**config.mk**
```make
export PLATFORM = sky130hd
export DESIGN_NAME = crc_burst_writer
export DESIGN_NICKNAME = d
export VERILOG_FILES = /design/src/rtl/crcw_pkg.sv /design/src/rtl/crcw_crc_acc.sv /design/src/rtl/crcw_stage_buf.sv /design/src/rtl/crcw_commit_seq.sv /design/src/rtl/crc_burst_writer.sv
export SDC_FILE = /design/constraint.sdc
export NUM_CORES = 1
export LEC_CHECK = 0
export BUFFER_PORTS_ARGS = -buffer_cell sky130_fd_sc_hd__clkbuf_2
export CELL_PAD_IN_SITES_DETAIL_PLACEMENT = 2
export CELL_PAD_IN_SITES_GLOBAL_PLACEMENT = 2
export CORE_ASPECT_RATIO = 2
export CORE_MARGIN = 4
export CORE_UTILIZATION = 48
export DETAILED_ROUTE_END_ITERATION = 12
export GPL_TIMING_DRIVEN = 0
export PLACE_DENSITY_LB_ADDON = 0.1
export RECOVER_POWER = 50
export SKIP_CTS_REPAIR_TIMING = 1
export SYNTH_ARGS = -nofsm -noshare
export SYNTH_HDL_FRONTEND = slang
export SYNTH_SLANG_ARGS = --single-unit
```
**constraint.sdc**
```tcl
create_clock -name clk -period 3.6 [get_ports clk]
set_clock_uncertainty 0.1 [all_clocks]
set_input_delay 0.36 -clock clk [delete_from_list [all_inputs] [get_ports clk]]
set_output_delay 0.36 -clock clk [all_outputs]
set_load 0.01 [all_outputs]
```
**src/rtl/crcw_pkg.sv**
```systemverilog
package crcw_pkg;

  localparam int BYTE_W = 8;
  localparam int CRC_W  = 16;
  localparam logic [CRC_W-1:0] CRC_POLY = 16'h1021;
  localparam logic [CRC_W-1:0] CRC_SEED = 16'hFFFF;

  // Fold one byte into the running checksum, most significant bit first.
  function automatic logic [CRC_W-1:0] crc_step(input logic [CRC_W-1:0] cur,
                                                input logic [BYTE_W-1:0] b);
    logic [CRC_W-1:0] c;
    logic fb;
    c = cur;
    for (int i = BYTE_W - 1; i >= 0; i--) begin
      fb = c[CRC_W-1] ^ b[i];
      c  = {c[CRC_W-2:0], 1'b0};
      if (fb) c = c ^ CRC_POLY;
    end
    return c;
  endfunction

endpackage

```
**src/rtl/crcw_crc_acc.sv**
```systemverilog
module crcw_crc_acc
  import crcw_pkg::*;
(
  input  logic              clk,
  input  logic              rst,
  input  logic              clr,
  input  logic              en,
  input  logic [BYTE_W-1:0] din,
  output logic [CRC_W-1:0]  crc
);

  always_ff @(posedge clk) begin
    if (rst || clr) crc <= CRC_SEED;
    else if (en)    crc <= crc_step(crc, din);
  end

endmodule

```
**src/rtl/crcw_stage_buf.sv**
```systemverilog
module crcw_stage_buf #(
  parameter int DEPTH = 64,
  parameter int DW    = 8,
  localparam int AW   = $clog2(DEPTH)
) (
  input  logic          clk,
  input  logic          we,
  input  logic [AW-1:0] waddr,
  input  logic [DW-1:0] wdata,
  input  logic [AW-1:0] raddr,
  output logic [DW-1:0] rdata
);

  logic [DW-1:0] mem [DEPTH];

  // Single write port, registered read: maps onto one block RAM.
  always_ff @(posedge clk) begin
    if (we) mem[waddr] <= wdata;
    rdata <= mem[raddr];
  end

endmodule

```
**src/rtl/crcw_commit_seq.sv**
```systemverilog
module crcw_commit_seq #(
  parameter int ADDR_W = 16,
  parameter int BURST  = 64,
  parameter int DW     = 8,
  localparam int IDX_W = $clog2(BURST)
) (
  input  logic              clk,
  input  logic              rst,
  input  logic              start,
  input  logic [ADDR_W-1:0] base,
  input  logic [1:0]        prot_sel,
  input  logic [DW-1:0]     rdata,
  output logic [IDX_W-1:0]  rd_idx,
  output logic              busy,
  output logic              mem_we,
  output logic [ADDR_W-1:0] mem_addr,
  output logic [DW-1:0]     mem_wdata
);

  logic [ADDR_W-1:0] base_q;
  logic [ADDR_W-1:0] rd_a;
  logic              rd_v;

  function automatic logic in_guard(input logic [ADDR_W-1:0] a, input logic [1:0] s);
    case (s)
      2'd0:    return 1'b0;
      2'd1:    return &a[ADDR_W-1 -: 2];
      2'd2:    return a[ADDR_W-1];
      default: return 1'b1;
    endcase
  endfunction

  // Stage 0: issue index; stage 1: buffer read; stage 2: registered write port.
  always_ff @(posedge clk) begin
    if (rst) begin
      busy      <= 1'b0;
      rd_idx    <= '0;
      base_q    <= '0;
      rd_v      <= 1'b0;
      rd_a      <= '0;
      mem_we    <= 1'b0;
      mem_addr  <= '0;
      mem_wdata <= '0;
    end else begin
      if (start) begin
        busy   <= 1'b1;
        rd_idx <= '0;
        base_q <= base;
      end else if (busy) begin
        rd_idx <= rd_idx + 1'b1;
        if (rd_idx == IDX_W'(BURST - 1)) busy <= 1'b0;
      end
      rd_v      <= busy;
      rd_a      <= base_q + ADDR_W'(rd_idx);
      mem_we    <= rd_v && !in_guard(rd_a, prot_sel);
      mem_addr  <= rd_a;
      mem_wdata <= rdata;
    end
  end

endmodule

```
**src/rtl/crc_burst_writer.sv**
```systemverilog
module crc_burst_writer
  import crcw_pkg::*;
#(
  parameter int ADDR_W = 16,
  parameter int BURST  = 64
) (
  input  logic              clk,
  input  logic              rst,
  input  logic              in_valid,
  input  logic [7:0]        in_byte,
  input  logic              in_eof,
  input  logic [1:0]        prot_sel,
  output logic              mem_we,
  output logic [ADDR_W-1:0] mem_addr,
  output logic [7:0]        mem_wdata,
  output logic              err_flag
);

  localparam int HDR   = ADDR_W / BYTE_W;
  localparam int TOTAL = HDR + BURST + CRC_W / BYTE_W;
  localparam int CNT_W = $clog2(TOTAL + 2);
  localparam int IDX_W = $clog2(BURST);

  logic [CNT_W-1:0]  rx_cnt, cnt_nxt;
  logic [ADDR_W-1:0] base_q;
  logic [CRC_W-1:0]  rxcrc_q, rxcrc_nxt, crc_q;
  logic              busy;
  logic              accept, eof_acc, frame_ok;
  logic              in_hdr, in_data, in_tail;
  logic [IDX_W-1:0]  rd_idx;
  logic [7:0]        buf_rdata;

  always_comb begin
    accept   = in_valid && !busy;
    eof_acc  = in_eof && !busy;
    in_hdr   = rx_cnt < CNT_W'(HDR);
    in_data  = !in_hdr && (rx_cnt < CNT_W'(HDR + BURST));
    in_tail  = !in_hdr && !in_data && (rx_cnt < CNT_W'(TOTAL));
    cnt_nxt  = (accept && rx_cnt != CNT_W'(TOTAL + 1)) ? rx_cnt + 1'b1 : rx_cnt;
    rxcrc_nxt = (accept && in_tail) ? {rxcrc_q[CRC_W-BYTE_W-1:0], in_byte} : rxcrc_q;
    // The strobe may share a cycle with the last byte, so judge on next values.
    frame_ok = (cnt_nxt == CNT_W'(TOTAL)) && (rxcrc_nxt == crc_q);
  end

  always_ff @(posedge clk) begin
    if (rst) begin
      rx_cnt   <= '0;
      rxcrc_q  <= '0;
      base_q   <= '0;
      err_flag <= 1'b0;
    end else begin
      rxcrc_q <= rxcrc_nxt;
      if (accept && in_hdr) base_q <= {base_q[ADDR_W-BYTE_W-1:0], in_byte};
      if (eof_acc) begin
        rx_cnt   <= '0;
        err_flag <= !frame_ok;
      end else begin
        rx_cnt <= cnt_nxt;
      end
    end
  end

  crcw_crc_acc u_crc (
    .clk (clk),
    .rst (rst),
    .clr (eof_acc),
    .en  (accept && (in_hdr || in_data)),
    .din (in_byte),
    .crc (crc_q)
  );

  crcw_stage_buf #(.DEPTH(BURST), .DW(BYTE_W)) u_buf (
    .clk   (clk),
    .we    (accept && in_data),
    .waddr (IDX_W'(rx_cnt - CNT_W'(HDR))),
    .wdata (in_byte),
    .raddr (rd_idx),
    .rdata (buf_rdata)
  );

  crcw_commit_seq #(.ADDR_W(ADDR_W), .BURST(BURST), .DW(BYTE_W)) u_seq (
    .clk       (clk),
    .rst       (rst),
    .start     (eof_acc && frame_ok),
    .base      (base_q),
    .prot_sel  (prot_sel),
    .rdata     (buf_rdata),
    .rd_idx    (rd_idx),
    .busy      (busy),
    .mem_we    (mem_we),
    .mem_addr  (mem_addr),
    .mem_wdata (mem_wdata)
  );

endmodule

```
Word-level counts from Yosys, hierarchy flattened:

Memories as Yosys holds them, arrays and structs flattened. A register that Yosys moved wholly into a read port is not among the register bits.
Index checks and enable logic that the tools add are counted.

* register bits: 121
* RAM bits: 512
* output and inout bits: 26
* word-level logic and storage cells: 98
* memories: 1

* $add $sub $neg: 4
* magnitude comparators: 3
* eq/ne operators: 6
* multiplexer cells: 31
* bitwise logic cells: 16
* reduce and logical (&&, ||, !) cells: 24

Memory list
* u_buf.mem: depth 64, width 8, read ports 1, clocked after Yosys merged registers in 1, wr ports 1, line crcw_stage_buf.sv:14 `logic [DW-1:0] mem [DEPTH];`

Operator list (count)
* $mux 16: 15
* $mux 13: 8
* $not 3->3: 8
* $add 16x6->16: 1
* $eq 16x16->1: 1
* $lt 7x7->1 const B: 2
* $logic_and 1x1->1: 13
* $xor 1x1->1: 8
* $add 7x1->7 const B: 1
* $eq 7x7->1 const B: 1
* $lt 7x2->1 const B: 1
* $mux 7: 1
* $ne 7x7->1 const B: 1
* $add 6x1->6 const B: 1
* $eq 6x6->1 const B: 1
* $mux 1: 6
* $sub 6x2->6 const B: 1
* $logic_not 1->1: 5
* $reduce_or 2->1: 2
* $pmux 1 s3: 1
* $eq 2x1->1 const B: 1
* $eq 2x2->1 const B: 1
* $logic_not 2->1: 1
* $logic_or 1x1->1: 2
* $reduce_and 2->1: 1

Longest topological paths before layout:

Gate-level depths: netlist of the first run.

* depth after elaboration: 33
* gate-level depth with buffers: 11
* mapped depth without buffers: 10

Hierarchy:

A second synthesis of the first run with hierarchy kept.

* cells, all modules: 1538
* area, all modules: 25688.4 um^2

Modules (own cells, without submodules)
* crcw_stage_buf: instances 1, cells each 940, area each 20166.8 um^2, seq. area each 15534.9 um^2
* crcw_commit_seq: instances 1, cells each 239, area each 2461.1 um^2, seq. area each 1301.2 um^2
* crc_burst_writer: instances 1, cells each 278, area each 2159.6 um^2, seq. area each 800.8 um^2
* crcw_crc_acc: instances 1, cells each 81, area each 900.9 um^2, seq. area each 320.3 um^2

Worst setup path before layout of the first run:

No wires, ideal clock.

* path kind: reg-to-reg
* from: reg u_seq.rd_idx[0]
* to: reg u_buf.rdata[0] (read register of u_buf.mem)
* data arrival time: 2.746 ns
* data required time: 3.366 ns
* slack: 0.620 ns
* stages on the path, launching flop included: 7
* buffers on the path: 3
* cells stage by stage: dfxtp_1 clkbuf_1 clkbuf_1 buf_1 mux4_2 mux4_2 mux4_2

RTL lines
* start: declaration: line crcw_commit_seq.sv:13 `output logic [IDX_W-1:0] rd_idx,`
* start signal: assignment: line crcw_commit_seq.sv:50 `rd_idx <= rd_idx + 1'b1;`
* end: declaration: line crcw_stage_buf.sv:11 `output logic [DW-1:0] rdata`

Final worst setup path of the first run:

* from: reg rx_cnt[3]
* to: mem u_buf.mem[17][6], enable pin

* word-level cells in the longest chain between the ends: 6
* elaborated cells on any way between the ends: 8
* those cells by class: add/sub: 1; order compare: 2; mux: 2; reduce/logical: 3

RTL lines
* start: declaration: line crc_burst_writer.sv:24 `logic [CNT_W-1:0] rx_cnt, cnt_nxt;`
* start signal: assignment: line crc_burst_writer.sv:58 `rx_cnt <= cnt_nxt;`
* $lt 7x2->1: line crc_burst_writer.sv:36 `in_hdr = rx_cnt < CNT_W'(HDR);`
* $logic_not 1->1: line crc_burst_writer.sv:37 `in_data = !in_hdr && (rx_cnt < CNT_W'(HDR + BURST));`
* $logic_and 1x1->1: line crc_burst_writer.sv:37
* $logic_and 1x1->1: line crc_burst_writer.sv:74 `.we (accept && in_data),`
* $mux 1: line crcw_stage_buf.sv:18 `if (we) mem[waddr] <= wdata;`
* $mux 1 (implied by the code): line crcw_stage_buf.sv:18
* end: declaration: line crcw_stage_buf.sv:14

Several ways; a longest one is shown, not always the timed one.

==> summary.md, run 1 <==
| Metric | Value |
|---|---|
| Syn_area_per_cell | 17.8 um^2 |
| Dpl cells | 2108 |
| HP Class | in -> reg |
| Crit-path cells | buf_1 > or2_2 > nor2_1 > nand2_1 > a21oi_1 > nand3_1 > nor2_1 |
| Area growth syn-to-layout | 13.5% |
| Tmin final | 3.73 ns |
| Sequential share of the synthesized area | 71.7% |
| Pwr dens | roughly 520 nW/um^2 |
| Detailed placement HPWL | 49.2 mm |
| Final hold vios | 0 |
| Max VDD drop | 0.000422 V |
| Drt pass-1 iters | 5 |
| RSZ-0062 raised after global routing | true |
| Fmax | between 0.2 and 0.3 GHz |
| Initial antenna violation count | 1 |
| Die width | roughly 170 um |
| Most frequent cells after synthesis | 512 x edfxtp_1, 168 x mux4_2, 129 x dfxtp_1 |
| EDFF count, synth | between 500 and 600 |
| Period Utilization, post-route | 104% |
| Grt total ovfl | 0 |
| Worst path slowest cell | nor2_1 |
| Critical Path AT | roughly 3.9 ns |
| Setup violators final | 56 |
| Count of input and output buffers | 39 |
| Most used cell, CP | nor2_1 |
| DIE HEIGHT | 331 um |
| Critical path launch point type | flop |
| Buf/Inv on CP | 1 |
| YS warnings | 0 |
| First-pass GRT wire length | 108 mm |
| Leakage | 0.00892 uW |
| Post-Synthesis Cells | 1407 |
| Synth area leader | edfxtp_1 |
| Synth cell types | 51 |
| Status | finished, violations left |
| Kind of critical path | reg -> reg |
| CTS sink count | around 640 |
| Finished Layout Cells | 2225 |
| Main flop type after synthesis | edfxtp_1 |
| Worst path max stage delay | 0.96 ns |
| Tot GR Track Use | a little over a quarter |
| FF+latch count, synth | approximately 640 |
| Top cell type's share of synthesized area | 61.4% |
| Layout cells sized above 1 | approximately a quarter |
| Critical path endpoint category | flop |
| Place WS | -0.785 ns |
| Setup ws final | -0.131 ns |
| I/O pins | 40 |
| RePlAce Congestion | 0.800 |
| CTS buffer count | 56 |
| Largest cells by area after synthesis | edfxtp_1 61%, mux4_2 15%, dfxtp_1 10%, nand2_1 1.9%, nor2_1 1.5% |
| Synth Cell Area | ~25000 um^2 |
| Worst-Margin Slew | 1.81 ns |
| DIE AREA | 56100 um^2 |
| Net count, final | 1541 |
| Syn nets | 1431 |
| Share of flip-flops with an asynchronous set or reset | 0% |
| Clk Latency, worst-skew pair | 0.62 ns |
| Largest net degree at the start of global routing | 69 |
| 1st-iter DRT viols | 1105 |
| Root buf cell | clkbuf_16 |
| Vias in the first global route | 15100 |
| Final setup TNS | -3.73 ns |
| Final ANT Viol Nets | 0 |
| Via count | 13600 |
| WP data required | 3.74 ns |
| Most common cell in the netlist | edfxtp_1 |
| CTS Buffer Depth | 3 |
| CP delay by family, top | simple AND/OR/NAND/NOR gates |
| CTS tree | yes |
| Core Box Area | a little over 50000 um^2 |
| Post-Route WL | approximately 74 mm |
| Initial core utilization | around 48% |
| DRC | 0 |
| CTS clk-pin slew, worst paths | 0.07 ns |
| Maximum Capacitance Violations | 7 |
| Final slew viol count | 491 |
| H-tree depth | 2 |
| Failing checks | max-capacitance violations, max-slew violations, negative setup slack |
| Avg Vias per Cell | 6.10 |
| CP Max Fanout | 10 |
| Row cnt | around 120 |
| Slew Limit Headroom | -20.9% |
| Wirelength per Cell | 33.4 um |
==> per-layer routing <==
layer	track usage (%)	wire length, um	up-vias
li1	-	-	5699
met1	29.7	25900	7251
met5	0	0	-
met3	2.62	2880	139
met4	11.6	3540	0
met2	50.4	41900	474
==> layout by cell type, fill, tap and decap left out, types with 4 or more instances in the layout <==
cell and instances:
a21oi_1 36, a31oi_1 5, and3_1 11, buf_1 8, buf_2 5, buf_4 16, bufinv_16 9, clkbuf_1 57
clkbuf_16 57, clkbuf_2 41, clkbuf_4 4, clkbuf_8 5, clkinv_1 5, clkinv_2 11, dfxtp_1 129, edfxtp_1 512
ha_1 9, inv_1 16, mux2i_1 22, mux4_2 168, nand2_1 126, nand2b_1 5, nand3_1 11, nand3b_1 6
nand4_1 9, nor2_1 55, nor2_2 28, nor2_4 20, nor2b_1 32, nor3_1 5, o211ai_1 13, o21ai_0 10
xnor2_1 40, xor2_1 24
==> sequential cells by signal, summed over array words and instances (netlist names) <==
name and count:
u_seq.mem_wdata 8, u_crc.crc 16, u_seq.base_q 16, u_buf.mem 512, u_buf.rdata 8, u_seq.busy 1, u_seq.rd_v 1, u_seq.rd_a 16
u_seq.rd_idx 6, rxcrc_q 16, rx_cnt 7, base_q 16, u_seq.mem_we 1, err_flag 1, u_seq.mem_addr 16
==> tightest hold or removal path, delay by kind of cell <==
family                 cells  cell delay, ns
buffers and inverters      1            0.08
AND/OR/NAND/NOR            1            0.19
AO/OA/AOI/OAI              1            0.07
==> stage by stage <==
| step | total power, uW | cell area (um^2) | hold slack (ns) | utilization (%) |
|---|---|---|---|---|
| finish | 14900 | 28400 | 0.0176 | 55.0 |
| global route | 15400 | 28400 | 0.0168 | 55.0 |
| CTS | 15000 | 28100 | -0.0230 | 54.3 |
| detailed placement | 8540 | 26100 | 0.328 | 50.5 |
| global placement | 8510 | 26100 | 0.321 | 50.4 |
| floorplan | 8330 | 25000 | 0.314 | - |
==> final timing paths <==
check	from	endpoint	slack (ns)	depth (start not counted)
min	prot_sel[1]	u_seq.mem_we$_SDFF_PP0_	0.02	3
min reg2reg	u_seq.rd_a[8]$_SDFF_PP0_	u_seq.mem_addr[8]$_SDFF_PP0_	0.34	1
max	rx_cnt[3]$_SDFF_PP0_	u_buf.mem[17][6]$_DFFE_PP_	-0.13	7
max reg2reg	rx_cnt[3]$_SDFF_PP0_	u_buf.mem[17][6]$_DFFE_PP_	-0.13	7
==> cells by family after synthesis <==
kind of cell,share of synthesized area [%]
muxes,16.0
buffers and inverters,1.47
DFF,71.7
AOI/OAI and AO/OA,2.17
and+or+nand+nor,5.85
xor gates and xnor gates,2.24
adders and majority gates,0.530
==> final cells by class <==
| type | count | area, um^2 |
|---|---|---|
| Multi-Input combinational cell | 674 | 6960 |
| Fill cell | 4537 | 23200 |
| Antenna cell | 1 | 2.50 |
| Inverter | 15 | 56.3 |
| Clock buffer | 68 | 1520 |
| Sequential cell | 641 | 18000 |
| Clock inverter | 37 | 449 |
| Tap cell | 660 | 826 |
| Timing Repair Buffer | 55 | 327 |
| Buffer | 74 | 328 |
==> report_power, final <==
part | internal (uW) | switching, uW | total (uW) | leakage (uW)
Clock | 3670 | 2860 | 6530 | 0.000963
Combinational | 79.3 | 256 | 335 | 0.00230
Sequential | 8010 | 33.2 | 8050 | 0.00565
(Power assumes the default switching activity.)
==> run 2: changes to the inputs <==
--- a/config.mk
+++ b/config.mk
@@ -10,7 +10,7 @@
 export CELL_PAD_IN_SITES_GLOBAL_PLACEMENT = 2
 export CORE_ASPECT_RATIO = 2
 export CORE_MARGIN = 4
-export CORE_UTILIZATION = 48
+export CORE_UTILIZATION = 45
 export DETAILED_ROUTE_END_ITERATION = 12
 export GPL_TIMING_DRIVEN = 0
 export PLACE_DENSITY_LB_ADDON = 0.1
==> run 2 against run 1 <==
The flow still finishes with violations (max-capacitance violations, max-slew violations, negative setup slack). Core utilization down 3.7 points. Sequential power about the same. Routed wire length down 3.5%. Die area up 6.4%. Sequential cell count unchanged.
==> summary.md, run 2 (synthesis gave the netlist of run 1 again) <==
| Metric | Value |
|---|---|
| Worst-Margin Slew | 2.20 ns (+0.391 ns) |
| CTS sink count | 641 (unchanged) |
| Slew Limit Headroom | -47.0% (-26 points) |
| Critical path launch point type | flop |
| FF/Latch Area | 18000 um^2 (about the same) |
| Post-Route WL | 71.6 mm (-3.5%) |
| CTS buffer count | 57 (+1.8%) |
| CTS clk-pin slew, worst paths | 0.07 ns (about the same) |
| RePlAce Congestion | 0.797 (-0.46%) |
| Final Util | 51.3% (-3.7 points) |
| Clk Latency, worst-skew pair | 0.62 ns (about the same) |
| Vias in the first global route | 14800 (-1.8%) |
| Layout cells sized above 1 | 23.3% (-1.6 points) |
| Via count | 13300 (-2.1%) |
| Area growth syn-to-layout | 13.3% |
| Pwr dens | 516 nW/um^2 (-1.7%) |
| Root buf cell | clkbuf_16 |
| Period Utilization, post-route | 103% (-0.65 points) |
| Leakage | 0.00878 uW (-1.5%) |
| I/O pins | 40 (unchanged) |
| Die width | 175 um (+3.1%) |
| Reg-to-reg startpoint | rx_cnt[3]$_SDFF_PP0_ |
| Setup violators final | 24 (-57%) |
| Commonest non-fill, non-tap cell in the layout | edfxtp_1 |
| Fmax | 0.270 GHz (+0.63%) |
| Hold path depth | 3 (unchanged) |
| Core Box Area | 55300 um^2 (+6.9%) |
| Diodes inserted | 0 (-1) |
| DIE AREA | 59700 um^2 (+6.4%) |
| Maximum Capacitance Violations | 8 (+1) |
| Tot GR Track Use | 24.1% (-2.4 points) |
| RSZ-0062 raised after global routing | true |
| 1st-iter DRT viols | 945 (-14%) |
| Most frequent cells in the layout | 512 x edfxtp_1, 168 x mux4_2, 128 x dfxtp_1 |
| Reg2reg end | u_buf.mem[61][4]$_DFFE_PP_ |
| DIE HEIGHT | 342 um (+3.2%) |
| Detailed placement HPWL | 50.0 mm (+1.8%) |
| HP Class | in -> reg |
| Dpl cells | 2192 (+4.0%) |
| CP Max Fanout | 10 (unchanged) |
| Tmin final | 3.71 ns (-0.0235 ns) |
| Max VDD drop | 0.000627 V (+48%) |
| Critical path endpoint category | flop |
| Kind of critical path | reg -> reg |
| Status | finished, violations left |
| Net count, final | 1538 (-0.19%) |
| Max FFs per register | 512 (unchanged) |
| CTS tree | yes |
| DRC | 0 (unchanged) |
| Flop-to-flop setup slack | -0.11 ns (+0.02 ns) |
| H-tree depth | 2 (unchanged) |
| Initial antenna violation count | 0 (-1) |
| Finished Layout Cells | 2303 (+3.5%) |
| CTS Buffer Depth | 3 (unchanged) |
| WP data required | 3.73 ns (about the same) |
| Row cnt | 122 (+3.4%) |
| Critical Path AT | 3.84 ns (-0.04 ns) |
| Area of the multi-input gates | 6910 um^2 (-0.75%) |
| Failing checks | max-capacitance violations, max-slew violations, negative setup slack |
| Worst Hold Path EP | u_seq.mem_we$_SDFF_PP0_ |
| Cells on worst reg2reg path | 8 (+1) |
| First-pass GRT wire length | 105 mm (-2.3%) |
| Largest net degree at the start of global routing | 69 (unchanged) |
| Final ANT Viol Nets | 0 (unchanged) |
| Count of input and output buffers | 39 (unchanged) |
| Hold path startpoint | prot_sel[0] |
| Setup ws final | -0.107 ns (+0.0235 ns) |
| Final slew viol count | 493 (+0.41%) |
| Drt pass-1 iters | 5 (unchanged) |
| Initial core utilization | 45.3% (-3.1 points) |
| Wirelength per Cell | 31.1 um (-6.8%) |
| Avg Vias per Cell | 5.77 (-5.4%) |
| Largest Register | u_buf.mem |
| Grt total ovfl | 0 (unchanged) |
| # fillers | 4958 (+9.3%) |
| Final hold vios | 0 (unchanged) |
==> run 2: cell count changes in the layout (fill, tap and decap cells not counted), sizes merged <==
cell and change:
buf -6, bufinv -1, clkinv +5, clkinvlp +1
diode -1, dlygate4sd3 -1, inv -3
==> run 2: how the worst max path moves through the flow <==
stage | startpoint | end | slack, ns | cells past startpoint
2_1_floorplan | u_seq.rd_idx[0]$_SDFFE_PP0P_ | u_buf.rdata[0]$_DFF_P_ | 0.62 | 6
3_3_place_gp | u_seq.rd_idx[1]$_SDFFE_PP0P_ | u_seq.rd_a[12]$_SDFF_PP0_ | -0.85 | 11
3_5_place_dp | u_seq.rd_idx[1]$_SDFFE_PP0P_ | u_seq.rd_a[10]$_SDFF_PP0_ | -0.99 | 11
4_1_cts | u_seq.rd_idx[1]$_SDFFE_PP0P_ | u_seq.rd_a[10]$_SDFF_PP0_ | -1.06 | 11
5_1_grt | rx_cnt[3]$_SDFF_PP0_ | u_buf.mem[61][4]$_DFFE_PP_ | -0.29 | 8
6_report | rx_cnt[3]$_SDFF_PP0_ | u_buf.mem[61][4]$_DFFE_PP_ | -0.11 | 8
==> run 2: through the flow <==
step	setup TNS (ns)	hold slack, ns	worst slack (ns)	area, um^2	total power [uW]
floorplan	0	0.314	0.620	25000	8330
global placement	-112.04	0.319	-0.846	26200	8520
detailed placement	-152.19	0.333	-0.990	26200	8550
CTS	-153.72	-0.0206	-1.06	28100	14800
global route	-9.36	0.00899	-0.293	28400	15100
finish	-1.47	0.00508	-0.107	28400	14600
==> run 2: final cells by class <==
cell class / count / area share, %
clock buffers: 65 / 5.21
plain buffers: 74 / 1.21
inverters: 15 / 0.199
multi-input cells: 674 / 24.4
well taps: 744 / 3.28
flip-flops and latches: 641 / 63.3
repair buffers: 51 / 0.988
clock inverters: 39 / 1.42
==> run 2: report_power, final <==
group	switching, uW	internal (uW)
registers	32.0	8010
logic	253	76.4
clock network	2740	3510
total	3020	11600
==> run 2: worst max-delay path, cell delays in order, from the launching register on <==
cell	delay [ns]
dfxtp_1	0.33
buf_1	0.25
or2_2	0.39
nor2_1	0.23
nand2_1	0.12
nand2_1	0.11
nand2_1	0.22
or3_2	0.81
nor2_1	0.75
==> run 2: metal layers <==
metal  GRT usage [%]  share of wire (%)  wire (um)
met5               0                  0          0
met4            7.60                3.9       2780
met3            2.86                4.0       2840
met2            47.6                 58      41400
met1            26.5                 34      24600
==> run 3: changes to the inputs <==
--- a/config.mk
+++ b/config.mk
@@ -5,6 +5,7 @@
 export SDC_FILE = /design/constraint.sdc
 export NUM_CORES = 1
 export LEC_CHECK = 0
+export ABC_CLOCK_PERIOD_IN_PS = 3600
 export BUFFER_PORTS_ARGS = -buffer_cell sky130_fd_sc_hd__clkbuf_2
 export CELL_PAD_IN_SITES_DETAIL_PLACEMENT = 2
 export CELL_PAD_IN_SITES_GLOBAL_PLACEMENT = 2
@@ -15,6 +16,7 @@
 export GPL_TIMING_DRIVEN = 0
 export PLACE_DENSITY_LB_ADDON = 0.1
 export RECOVER_POWER = 50
+export REMOVE_ABC_BUFFERS = 1
 export SKIP_CTS_REPAIR_TIMING = 1
 export SYNTH_ARGS = -nofsm -noshare
 export SYNTH_HDL_FRONTEND = slang
==> run 3 against run 2 <==
The flow finishes with violations (max-capacitance violations, max-slew violations). Maximum frequency is 5.5% higher. Sequential share of layout area increased by 0.11 points. Count of clock-buffer cells in the layout up 5. Via count fell by 3.7%. Final cell count decreased by 2.4%. Worst setup slack better by 0.19 ns. Largest cell class unchanged.
==> summary.md, run 3 (synthesis gave the netlist of run 1 again) <==
| Metric | Value |
|---|---|
| Final slew viol count | 251 (-49%) |
| CTS clk-pin slew, worst paths | 0.07 ns (about the same) |
| CTS tree | yes |
| Post-route cell area | 28300 um^2 (-0.11%) |
| CTS sink count | 641 (unchanged) |
| Vias in the first global route | 14200 (-4.2%) |
| Die width | 175 um (unchanged) |
| Largest Register | u_buf.mem |
| Setup violators final | 0 (-100%) |
| Initial core utilization | 45.3% (unchanged) |
| Critical path endpoint category | flop |
| H-tree depth | 2 (unchanged) |
| Pwr dens | 512 nW/um^2 (-0.78%) |
| Area growth syn-to-layout | 13.1% |
| HP Class | in -> reg |
| Critical Path AT | 3.90 ns (+0.06 ns) |
| Max VDD drop | 0.000406 V (-35%) |
| Detailed placement HPWL | 43.7 mm (-13%) |
| Dpl cell area | 26100 um^2 (-0.52%) |
| Max FFs per register | 512 (unchanged) |
| CP Launch Point | rx_cnt[0]$_SDFF_PP0_ |
| Cells on worst reg2reg path | 9 (+1) |
| Layout cells sized above 1 | 24.0% (+0.69 points) |
| Commonest non-fill, non-tap cell in the layout | edfxtp_1 |
| DRC | 0 (unchanged) |
| Via count | 12800 (-3.7%) |
| Worst path slowest cell | dfxtp_1 |
| Worst path max stage delay | 0.64 ns (-0.17 ns) |
| Crit-path cells | nand2_1 > a2111oi_2 > mux2i_1 > o311ai_0 > a2111oi_4 > buf_4 > buf_4 > nand3_4 > and3_1 |
| Buf/Inv on CP | 2 (+1) |
| Setup ws final | 0.0852 ns (+0.193 ns) |
| Final setup TNS | 0 ns (+1.47 ns) |
| Reg2reg end | u_seq.rd_idx[1]$_SDFFE_PP0P_ |
| Most used cell, CP | buf_4 |
| Reg-to-reg startpoint | rx_cnt[0]$_SDFF_PP0_ |
| Final ANT Viol Nets | 0 (unchanged) |
| WP data required | 3.98 ns (+0.25 ns) |
| Leakage | 0.00872 uW (-0.72%) |
| Status | finished, violations left |
| Period Utilization, post-route | 97.6% (-5.3 points) |
| Worst setup endpoint | u_seq.rd_idx[1]$_SDFFE_PP0P_ |
| Grt total ovfl | 0 (unchanged) |
| Initial antenna violation count | 2 (+2) |
| Slew Limit Headroom | -40.0% (+6.9 points) |
| Count of input and output buffers | 39 (unchanged) |
| Avg Vias per Cell | 5.69 (-1.3%) |
| Tot GR Track Use | 22.2% (-1.9 points) |
| Final Util | 51.3% (-0.054 points) |
| CTS buffer count | 56 (-1.8%) |
| Place WS | -1.18 ns (-0.192 ns) |
| Core Box Area | 55300 um^2 (unchanged) |
| RePlAce Congestion | 0.786 (-1.3%) |
| Largest net degree at the start of global routing | 69 (unchanged) |
| CP delay by family, top | compound AO/OA/AOI/OAI gates |
| DIE AREA | 59700 um^2 (unchanged) |
| Post-Route WL | 67.0 mm (-6.5%) |
| Most frequent cells in the layout | 512 x edfxtp_1, 168 x mux4_2, 125 x nand2_1 |
| Worst-Margin Slew | 2.10 ns (-0.104 ns) |
| Final hold vios | 0 (unchanged) |
| CTS Buffer Depth | 3 (unchanged) |
| Critical path launch point type | flop |
| Drt pass-1 iters | 4 (-1) |
| First-pass GRT wire length | 97.5 mm (-7.3%) |
| Failing checks | max-capacitance violations, max-slew violations |
| Maximum Capacitance Violations | 4 (-4) |
| Wirelength per Cell | 29.8 um (-4.1%) |
| Kind of critical path | reg -> reg |
| I/O pins | 40 (unchanged) |
| WP depth | 9 (+1) |
| DIE HEIGHT | 342 um (unchanged) |
| Clk Latency, worst-skew pair | 0.61 ns (about the same) |
| Row cnt | 122 (unchanged) |
| Root buf cell | clkbuf_16 |
| Tmin final | 3.51 ns (-0.193 ns) |
| Flop-to-flop setup slack | 0.09 ns (+0.19 ns) |
| 1st-iter DRT viols | 985 (+4.2%) |
| Overall Power | 14500 uW (-0.88%) |
| Net count, final | 1481 (-3.7%) |
| # fillers | 4971 (+0.26%) |
| CP Max Fanout | 13 (+3) |
| Fmax | 0.285 GHz (+5.5%) |
[run 3: cell count changes in the layout (fill, tap and decap cells not counted), sizes merged]
cell / change
clkinvlp: -5
nand3: +1
dlygate4sd3: +2
clkinv: -1
buf: +3
clkbuf: -57
inv: +1
diode: +1
bufinv: -1
[run 3: cell type report]
type                       count  area, um^2  share of cell area [%]
multi-input combinational    675        7010                    24.7
antenna                        1        2.50                 0.00883
inverter                      15        56.3                   0.199
tap                          744         931                    3.29
clock inverter                33         342                    1.21
timing repair buffer          68         536                    1.89
clock buffer                  70        1490                    5.24
sequential                   641       18000                    63.4
[run 3: worst min-delay path by stage]
stage,from,end,depth (start not counted)
floorplan,u_seq.rd_a[0]$_SDFF_PP0_,u_seq.mem_addr[0]$_SDFF_PP0_,1
global placement,u_seq.rd_a[5]$_SDFF_PP0_,u_seq.mem_addr[5]$_SDFF_PP0_,1
detailed placement,u_buf.rdata[7]$_DFF_P_,u_seq.mem_wdata[7]$_SDFF_PP0_,1
CTS,rst,u_seq.rd_a[1]$_SDFF_PP0_,2
global route,prot_sel[1],u_seq.mem_we$_SDFF_PP0_,3
finish,prot_sel[1],u_seq.mem_we$_SDFF_PP0_,3
[run 3: report_power, final]
part | total [uW] | internal [uW] | leakage [uW] | switching (uW)
clock | 6140 | 3430 | 0.000899 | 2710
combinational | 324 | 78.5 | 0.00217 | 245
sequential | 8040 | 8010 | 0.00565 | 27.9
total | 14500 | 11500 | 0.00872 | 2980
[run 3: worst min-delay path: cells and delay by family]
family | cells | cell delay (ns)
AO/OA/AOI/OAI | 1 | 0.06
AND/OR/NAND/NOR | 1 | 0.18
buffers and inverters | 1 | 0.08
[run 3: routing by layer]
metal	vias up	share of wire, %	global-route usage, %
li1	5565	-	-
met1	6860	35	24.7
met2	265	58	44.1
met3	101	3.3	2.45
met4	4	3.2	6.36
met5	-	0.034	0
[run 3: metrics by stage]
step	std cells	hold WS, ns
after global routing	2246	0.0223
after global placement	2113	0.327
after floorplan	1330	0.314
final	2247	0.0132
after CTS	2225	-0.0517
after detailed placement	2122	0.331
